**src/rtl/i2c_tgt_pkg.sv**
```systemverilog
package i2c_tgt_pkg;
  localparam int BYTE_W  = 8;
  localparam int BCNT_W  = 4;
  localparam logic [4:0] TEN_PREFIX = 5'b11110;

  typedef enum logic [2:0] {
    ST_IDLE,
    ST_ADDR,
    ST_ADDR2,
    ST_RX,
    ST_TX
  } tgt_state_e;

  typedef struct packed {
    logic       hit;
    logic       upd;
    logic       rw;
    logic       is_data;
    logic       arm;
    tgt_state_e nxt;
  } tgt_eval_t;
endpackage

```
**src/rtl/i2c_tgt_deglitch.sv**
```systemverilog
module i2c_tgt_deglitch #(
  parameter int SYNC_STAGES = 2,
  parameter int FILT_LEN    = 3
) (
  input  logic clk,
  input  logic rst_n,
  input  logic line_i,
  output logic lvl_o,
  output logic rise_o,
  output logic fall_o
);
  logic [SYNC_STAGES-1:0] sync_q;
  logic [FILT_LEN-1:0]    hist_q;
  logic                   lvl_q, rise_q, fall_q;

  always_ff @(posedge clk or negedge rst_n) begin
    if (!rst_n) begin
      sync_q <= '1;
      hist_q <= '1;
      lvl_q  <= 1'b1;
      rise_q <= 1'b0;
      fall_q <= 1'b0;
    end else begin
      sync_q <= {sync_q[SYNC_STAGES-2:0], line_i};
      hist_q <= {hist_q[FILT_LEN-2:0], sync_q[SYNC_STAGES-1]};
      rise_q <= 1'b0;
      fall_q <= 1'b0;
      if ((&hist_q) && !lvl_q) begin
        lvl_q  <= 1'b1;
        rise_q <= 1'b1;
      end else if (!(|hist_q) && lvl_q) begin
        lvl_q  <= 1'b0;
        fall_q <= 1'b1;
      end
    end
  end

  assign lvl_o  = lvl_q;
  assign rise_o = rise_q;
  assign fall_o = fall_q;
endmodule

```
**src/rtl/i2c_tgt_cond.sv**
```systemverilog
module i2c_tgt_cond (
  input  logic scl_lvl,
  input  logic sda_rise,
  input  logic sda_fall,
  output logic start_p,
  output logic stop_p
);
  assign start_p = sda_fall & scl_lvl;
  assign stop_p  = sda_rise & scl_lvl;
endmodule

```
**src/rtl/i2c_tgt_engine.sv**
```systemverilog
module i2c_tgt_engine
  import i2c_tgt_pkg::*;
(
  input  logic              clk,
  input  logic              rst_n,
  input  logic              enable,
  input  logic              scl_rise,
  input  logic              scl_fall,
  input  logic              sda_lvl,
  input  logic              start_p,
  input  logic              stop_p,
  input  logic [BYTE_W-1:0] own_addr,
  input  logic              addr_we,
  input  logic              ten_bit,
  input  logic              gc_en,
  input  logic              rx_ready,
  input  logic              ovf_clr,
  output logic              sda_drv,
  output logic [BYTE_W-1:0] rx_data,
  output logic              rx_valid,
  output logic              ovf,
  output logic              is_data,
  output logic              rw,
  output logic              start_seen,
  output logic              stop_seen,
  output logic              upd_addr,
  output logic              irq
);
  localparam logic [BCNT_W-1:0] ACK_SLOT = BCNT_W'(BYTE_W);
  localparam logic [BCNT_W-1:0] END_SLOT = BCNT_W'(BYTE_W + 1);

  tgt_state_e        state_q, nxt_q;
  logic [BCNT_W-1:0] bcnt_q;
  logic [BYTE_W-1:0] sr_q;
  logic              armed_q, irq_pend_q;
  tgt_eval_t         ev;
  logic              blocked;

  // Byte classification at the end of the eighth bit
  always_comb begin
    ev     = '0;
    ev.nxt = ST_IDLE;
    case (state_q)
      ST_ADDR: begin
        if (sr_q == '0) begin
          if (gc_en) begin
            ev.hit = 1'b1;
            ev.nxt = ST_RX;
          end
        end else if (ten_bit) begin
          if (sr_q[BYTE_W-1:BYTE_W-5] == TEN_PREFIX &&
              sr_q[BYTE_W-1:1] == own_addr[BYTE_W-1:1]) begin
            if (!sr_q[0]) begin
              ev.hit = 1'b1;
              ev.upd = 1'b1;
              ev.nxt = ST_ADDR2;
            end else if (armed_q) begin
              ev.hit = 1'b1;
              ev.rw  = 1'b1;
              ev.nxt = ST_TX;
            end
          end
        end else if (sr_q[BYTE_W-1:1] == own_addr[BYTE_W-1:1]) begin
          ev.hit = 1'b1;
          ev.rw  = sr_q[0];
          ev.nxt = sr_q[0] ? ST_TX : ST_RX;
        end
      end
      ST_ADDR2: begin
        if (sr_q == own_addr) begin
          ev.hit = 1'b1;
          ev.upd = 1'b1;
          ev.arm = 1'b1;
          ev.nxt = ST_RX;
        end
      end
      ST_RX: begin
        ev.hit     = 1'b1;
        ev.is_data = 1'b1;
        ev.nxt     = ST_RX;
      end
      default: ;
    endcase
  end

  assign blocked = rx_valid | ovf;

  always_ff @(posedge clk or negedge rst_n) begin
    if (!rst_n) begin
      state_q    <= ST_IDLE;
      nxt_q      <= ST_IDLE;
      bcnt_q     <= '0;
      sr_q       <= '0;
      armed_q    <= 1'b0;
      irq_pend_q <= 1'b0;
      sda_drv    <= 1'b0;
      rx_data    <= '0;
      rx_valid   <= 1'b0;
      ovf        <= 1'b0;
      is_data    <= 1'b0;
      rw         <= 1'b0;
      start_seen <= 1'b0;
      stop_seen  <= 1'b0;
      upd_addr   <= 1'b0;
      irq        <= 1'b0;
    end else if (!enable) begin
      state_q    <= ST_IDLE;
      nxt_q      <= ST_IDLE;
      bcnt_q     <= '0;
      sr_q       <= '0;
      armed_q    <= 1'b0;
      irq_pend_q <= 1'b0;
      sda_drv    <= 1'b0;
      rx_data    <= '0;
      rx_valid   <= 1'b0;
      ovf        <= 1'b0;
      is_data    <= 1'b0;
      rw         <= 1'b0;
      start_seen <= 1'b0;
      stop_seen  <= 1'b0;
      upd_addr   <= 1'b0;
      irq        <= 1'b0;
    end else begin
      irq <= 1'b0;
      if (rx_valid && rx_ready) rx_valid <= 1'b0;
      if (ovf_clr)              ovf      <= 1'b0;
      if (addr_we)              upd_addr <= 1'b0;

      if (start_p) begin
        start_seen <= 1'b1;
        stop_seen  <= 1'b0;
        state_q    <= ST_ADDR;
        bcnt_q     <= '0;
        rw         <= 1'b0;
        sda_drv    <= 1'b0;
        irq_pend_q <= 1'b0;
      end else if (stop_p) begin
        start_seen <= 1'b0;
        stop_seen  <= 1'b1;
        state_q    <= ST_IDLE;
        bcnt_q     <= '0;
        rw         <= 1'b0;
        sda_drv    <= 1'b0;
        armed_q    <= 1'b0;
        irq_pend_q <= 1'b0;
      end else if (state_q != ST_IDLE) begin
        if (scl_rise) begin
          if (bcnt_q < ACK_SLOT) begin
            sr_q   <= {sr_q[BYTE_W-2:0], sda_lvl};
            bcnt_q <= bcnt_q + 1'b1;
          end else if (bcnt_q == ACK_SLOT) begin
            if (state_q == ST_TX && sda_lvl) begin
              // master refused the byte: drop back and wait for START
              state_q    <= ST_IDLE;
              rw         <= 1'b0;
              irq_pend_q <= 1'b0;
              bcnt_q     <= '0;
            end else begin
              bcnt_q <= END_SLOT;
            end
          end
        end
        if (scl_fall) begin
          if (bcnt_q == ACK_SLOT) begin
            if (state_q == ST_TX) begin
              irq_pend_q <= 1'b1;
              nxt_q      <= ST_TX;
            end else if (ev.hit) begin
              irq_pend_q <= 1'b1;
              if (blocked) begin
                if (rx_valid) ovf <= 1'b1;
                nxt_q <= (state_q == ST_RX) ? ST_RX : ST_IDLE;
              end else begin
                rx_data  <= sr_q;
                rx_valid <= 1'b1;
                is_data  <= ev.is_data;
                sda_drv  <= 1'b1;
                nxt_q    <= ev.nxt;
                if (ev.upd)      upd_addr <= 1'b1;
                if (ev.arm)      armed_q  <= 1'b1;
                if (!ev.is_data) rw       <= ev.rw;
              end
            end else begin
              nxt_q <= ST_IDLE;
            end
          end else if (bcnt_q == END_SLOT) begin
            sda_drv    <= 1'b0;
            irq        <= irq_pend_q;
            irq_pend_q <= 1'b0;
            state_q    <= nxt_q;
            bcnt_q     <= '0;
          end
        end
      end
    end
  end
endmodule

```
**src/rtl/i2c_tgt_rx.sv**
```systemverilog
module i2c_tgt_rx
  import i2c_tgt_pkg::*;
#(
  parameter int SYNC_STAGES = 2,
  parameter int FILT_LEN    = 3
) (
  input  logic              clk,
  input  logic              rst_n,
  input  logic              enable,
  input  logic              scl_i,
  input  logic              sda_i,
  output logic              sda_oe,
  input  logic [BYTE_W-1:0] own_addr,
  input  logic              addr_we,
  input  logic              ten_bit,
  input  logic              gc_en,
  input  logic              stretch_en,
  output logic [BYTE_W-1:0] rx_data,
  output logic              rx_valid,
  input  logic              rx_ready,
  output logic              ovf,
  input  logic              ovf_clr,
  output logic              is_data,
  output logic              rw,
  output logic              start_seen,
  output logic              stop_seen,
  output logic              upd_addr,
  output logic              hold_req,
  output logic              irq
);
  localparam int NLINES = 2;
  localparam int IDX_SCL = 0;
  localparam int IDX_SDA = 1;

  logic [NLINES-1:0] raw, lvl, rise, fall;
  logic              start_p, stop_p;

  assign raw[IDX_SCL] = scl_i;
  assign raw[IDX_SDA] = sda_i;

  generate
    for (genvar g = 0; g < NLINES; g++) begin : g_line
      i2c_tgt_deglitch #(
        .SYNC_STAGES(SYNC_STAGES),
        .FILT_LEN   (FILT_LEN)
      ) u_flt (
        .clk   (clk),
        .rst_n (rst_n),
        .line_i(raw[g]),
        .lvl_o (lvl[g]),
        .rise_o(rise[g]),
        .fall_o(fall[g])
      );
    end
  endgenerate

  i2c_tgt_cond u_cond (
    .scl_lvl (lvl[IDX_SCL]),
    .sda_rise(rise[IDX_SDA]),
    .sda_fall(fall[IDX_SDA]),
    .start_p (start_p),
    .stop_p  (stop_p)
  );

  i2c_tgt_engine u_eng (
    .clk       (clk),
    .rst_n     (rst_n),
    .enable    (enable),
    .scl_rise  (rise[IDX_SCL]),
    .scl_fall  (fall[IDX_SCL]),
    .sda_lvl   (lvl[IDX_SDA]),
    .start_p   (start_p),
    .stop_p    (stop_p),
    .own_addr  (own_addr),
    .addr_we   (addr_we),
    .ten_bit   (ten_bit),
    .gc_en     (gc_en),
    .rx_ready  (rx_ready),
    .ovf_clr   (ovf_clr),
    .sda_drv   (sda_oe),
    .rx_data   (rx_data),
    .rx_valid  (rx_valid),
    .ovf       (ovf),
    .is_data   (is_data),
    .rw        (rw),
    .start_seen(start_seen),
    .stop_seen (stop_seen),
    .upd_addr  (upd_addr),
    .irq       (irq)
  );

  assign hold_req = upd_addr | (stretch_en & rx_valid & is_data);
endmodule

```
**config.mk**
```make
export PLATFORM = sky130hd
export DESIGN_NAME = i2c_tgt_rx
export DESIGN_NICKNAME = d
export VERILOG_FILES = /design/src/rtl/i2c_tgt_pkg.sv /design/src/rtl/i2c_tgt_deglitch.sv /design/src/rtl/i2c_tgt_cond.sv /design/src/rtl/i2c_tgt_engine.sv /design/src/rtl/i2c_tgt_rx.sv
export SDC_FILE = /design/constraint.sdc
export NUM_CORES = 1
export LEC_CHECK = 0
export ABC_AREA = 1
export BUFFER_PORTS_ARGS = -buffer_cell sky130_fd_sc_hd__buf_2
export CAP_MARGIN = 15
export CORE_ASPECT_RATIO = 0.9
export CORE_MARGIN = 4
export CORE_UTILIZATION = 35
export CTS_BUF_LIST = sky130_fd_sc_hd__clkbuf_8 sky130_fd_sc_hd__clkbuf_16
export DETAILED_ROUTE_END_ITERATION = 12
export HOLD_SLACK_MARGIN = 0.1
export SLEW_MARGIN = 20
export SYNTH_ARGS = -nofsm -noshare
export SYNTH_HDL_FRONTEND = slang
export SYNTH_SLANG_ARGS = --single-unit
```
**constraint.sdc**
```tcl
create_clock -name clk -period 1.8 [get_ports clk]
set_input_delay 0.09 -clock clk [delete_from_list [all_inputs] [get_ports clk]]
set_output_delay 0.09 -clock clk [all_outputs]
set_load 0.02 [all_outputs]
```
==> results.sh <==
export IMPL_syn_instance_count=349
export IMPL_crit_start="u_eng.sr_q[5]$_DFFE_PN0P_"
export IMPL_seq_power_share_pct=54.8
export IMPL_grt_pass1_wl_um=11000
export IMPL_fin_crit_ns=1.76
export IMPL_fin_crit_sh_pct=97.6
export IMPL_clk_latency_ns=0.31
export IMPL_crit_path_frequent_cell="nand2_2"
export IMPL_worst_ep_required_time_ns=2.06
export IMPL_p_leak_uw=0.00186
export IMPL_end_kind="flop"
export IMPL_antenna_found_initial=0
export IMPL_clk_pin_slew_worst_paths_ns=0.10
export IMPL_crit_slowest_cell="dfrtp_2"
export IMPL_viasPerCell=4.76
export IMPL_synth_top_area_cell="dfrtp_1"
export IMPL_worst_slew_margin_rel_pct=56.1
export IMPL_ctsHtreeMaxLevel=2
export IMPL_switchingPower_uw=572
export IMPL_diodes=0
export IMPL_ys_flop_type="dfrtp_1"
export IMPL_num_rows=30
export IMPL_synth_common_cells="83 x nand2_1, 51 x inv_1, 41 x dfrtp_1, 35 x nor2_1, 31 x nand3_1"
export IMPL_cp_cell_sequence="nand2_1 > nand2_2 > nor2_2 > nand2_2 > nor2_4 > nand2_2 > nand2_2 > inv_2 > nand2_4 > nand2_4 > nor2_4 > buf_12 > nand3_2 > nand2_1"
export IMPL_fp_dieW_um=101
export IMPL_final_cells=522
export IMPL_dpl_hpwl_um=4710
export IMPL_multi_input_area_mm2=0.00132
export IMPL_gp_congestion=0.891
export IMPL_core_area_mm2=0.00758
export IMPL_dr_wl_met3_um=386
export IMPL_final_antenna_net_count=0
export IMPL_maxCapViolCount=0
export IMPL_wl_um=6580
export IMPL_drv_slew=0
export IMPL_grt_use_total_pct=14.7
export IMPL_grt_overflow=0
export IMPL_yosysMostFrequentCell="nand2_1"
export IMPL_path_class="reg -> reg"
export IMPL_worstHoldStart="enable"
export IMPL_n_fill_cell=730
export IMPL_cts_root_buffer="clkbuf_8"
export IMPL_worst_pin_slew_ns=0.658
export IMPL_grt_setup_unrepaired="true"
export IMPL_clock_sinks=53
export IMPL_ys_warn_count=0
export IMPL_drt_first_iter_violations=132
export IMPL_pwr_density_cell_mw_per_mm2=636
export IMPL_post_place_cells=500
export IMPL_hold_class="in -> reg"
export IMPL_drive_above_1_share_pct=37.6
export IMPL_wire_per_inst_um=12.6
export IMPL_drc_errors=0
export IMPL_syn_area_per_cell_um2=7.87
export IMPL_clock_power_share_pct=35.2
export IMPL_hold_violations=0
export IMPL_p_sw_share_pct=24.8
export IMPL_ir_worst_vdd_mv=0.267
export IMPL_grt_pass1_vias=2351
export IMPL_cts_buffers=5
export IMPL_synth_area_leaders="dfrtp_1 37%, dfstp_2 11%, nand2_1 11%, inv_1 7.0%, nand3_1 5.6%"
export IMPL_syn2layout_area_growth_pct=32.1
export IMPL_die_area_mm2=0.00933
export IMPL_nets=447
export IMPL_yosysUniqueCellTypes=35
export IMPL_seq_area_frac_synth_pct=48.8
export IMPL_synth_seq_cells=53
export IMPL_synth_edf_count=0
export IMPL_cts_tree="yes"
export IMPL_skew_ns=0.00822
export IMPL_cellInternalPower_uw=1740
export IMPL_initial_utilization_pct=36.2
export IMPL_async_flop_share_pct=100
export IMPL_cp_start_kind="flop"
export IMPL_grt_max_degree=54
export IMPL_holdWs_ns=0.155
export IMPL_vias=2483
export IMPL_synth_area_mm2=0.00275
export IMPL_status="finished, final reports clean"
export IMPL_wl_met2_um=3010
export IMPL_setup_viol=0
export IMPL_cp_max_fo=8
export IMPL_io_pins=37
export IMPL_combPwrFrac_pct=10.0
export IMPL_synthesis_nets=371
export IMPL_wirelength_met1_um=3110
export IMPL_drtPass1Iterations=4
export IMPL_r2r_start="u_eng.sr_q[5]$_DFFE_PN0P_"
export IMPL_cp_slowest_stage_delay_ns=0.45
export IMPL_cp_arrival_ns=2.01
export IMPL_portBuffers=36
export IMPL_fmax_mhz=569
export IMPL_synth_top_area_share_pct=37.3
export IMPL_top_layer="met4"
export IMPL_cts_max_path_buffers=2
export IMPL_dieHeight_um=92.1
export IMPL_regArea_mm2=0.00135
sequential cells by signal (all words and copies together) (netlist names), 2 cells and up:
register             cells
u_eng.rx_data            8
g_line.u_flt.hist_q      6
u_eng.nxt_q              3
u_eng.state_q            3
g_line.u_flt.sync_q      4
u_eng.sr_q               8
u_eng.bcnt_q             4
g_line.u_flt.fall_o      2
g_line.u_flt.lvl_o       2
g_line.u_flt.rise_o      2
critical path, delay by kind of cell, from the launching register on:
| kind | cells | cell delay [ns] |
|---|---|---|
| flops | 1 | 0.45 |
| simple gates | 12 | 1.05 |
| buf+inv | 2 | 0.20 |
power by group through the flow:
stage	Combinational [uW]	Sequential (uW)	Clock, uW
final	230	1270	814
after global routing	262	1270	898
after CTS	211	1260	846
after detailed placement	199	1290	0
after global placement	198	1280	0
after floorplan	99.7	1280	0
final cells by class:
cell class	count	area share, %
Clock buffer	5	1.90
Tap cell	96	3.31
Sequential cell	53	37.1
Timing Repair Buffer	75	14.1
Clock inverter	3	1.17
Inverter	59	6.10
Multi-Input combinational cell	231	36.2
logic make-up (layout without fill, tap and decap cells):
family | count (synthesis) | in the layout | synth area share [%]
compound gates | 42 | 42 | 8.70
fa+ha+maj | 3 | 3 | 1.37
flops | 53 | 53 | 48.8
buf+inv | 65 | 142 | 9.56
simple gates | 182 | 182 | 30.3
xor+xnor | 4 | 4 | 1.28
final timing paths:
check,to,slack [ns],cells past startpoint
setup / recovery,u_eng.rx_data[4]$_DFFE_PN0P_,0.04,14
hold / removal,u_eng.start_seen$_DFFE_PN0P_,0.16,5
setup reg to reg,u_eng.rx_data[4]$_DFFE_PN0P_,0.04,14
hold reg to reg,g_line[1].u_flt.hist_q[0]$_DFF_PN1_,0.36,0
max in group asynchronous,u_eng.sr_q[5]$_DFFE_PN0P_,0.89,3
min in group asynchronous,u_eng.rx_valid$_DFF_PN0_,0.43,3
routing by layer:
metal / GRT usage (%) / vias to the layer above
met5: 0 / -
met2: 22.9 / 62
met4: 3.99 / 0
met3: 2.81 / 9
li1: - / 1255
met1: 20.6 / 1157
stage by stage:
stage | util (%) | area (um^2) | setup TNS (ns) | power [uW] | worst slack (ns)
3_3_place_gp | 42.5 | 3220 | -0.0431 | 1480 | -0.0146
3_5_place_dp | 42.5 | 3220 | -0.0299 | 1490 | -0.0118
4_1_cts | 45.0 | 3410 | 0 | 2320 | 0.00843
6_report | 47.9 | 3630 | 0 | 2310 | 0.0426
2_1_floorplan | - | 2750 | 0 | 1380 | 0.183
5_1_grt | 47.9 | 3630 | -0.758 | 2430 | -0.0944
cells in the final DEF, fill, tap and decap left out, drive strengths merged, types with 2 or more instances in the layout:
cell type	netlist	routed
ha	3	3
xnor2	2	2
nand2	92	92
a21boi	2	2
dfstp	12	12
a21oi	19	19
a22oi	2	2
dlygate4sd3	0	6
xor2	2	2
clkbuf	1	5
nor4	4	4
nor3	7	7
nand3	32	32
dfrtp	41	41
inv	59	60
nor2	43	43
nand4	3	3
o21ai	12	12
buf	5	69
repair_timing:
| action | in CTS | in global routing |
|---|---|---|
| hold buffers | 6 | 0 |
| gates resized for setup | 1 | 56 |
| pin swaps | 0 | 17 |
| hold endpoints to repair | 46 | 0 |
| buffers inserted | 2 | 6 |
| endpoints found under the setup margin | 9 | 24 |
| gates cloned | 0 | 0 |
Note: power is estimated with default switching activity, not from simulation.
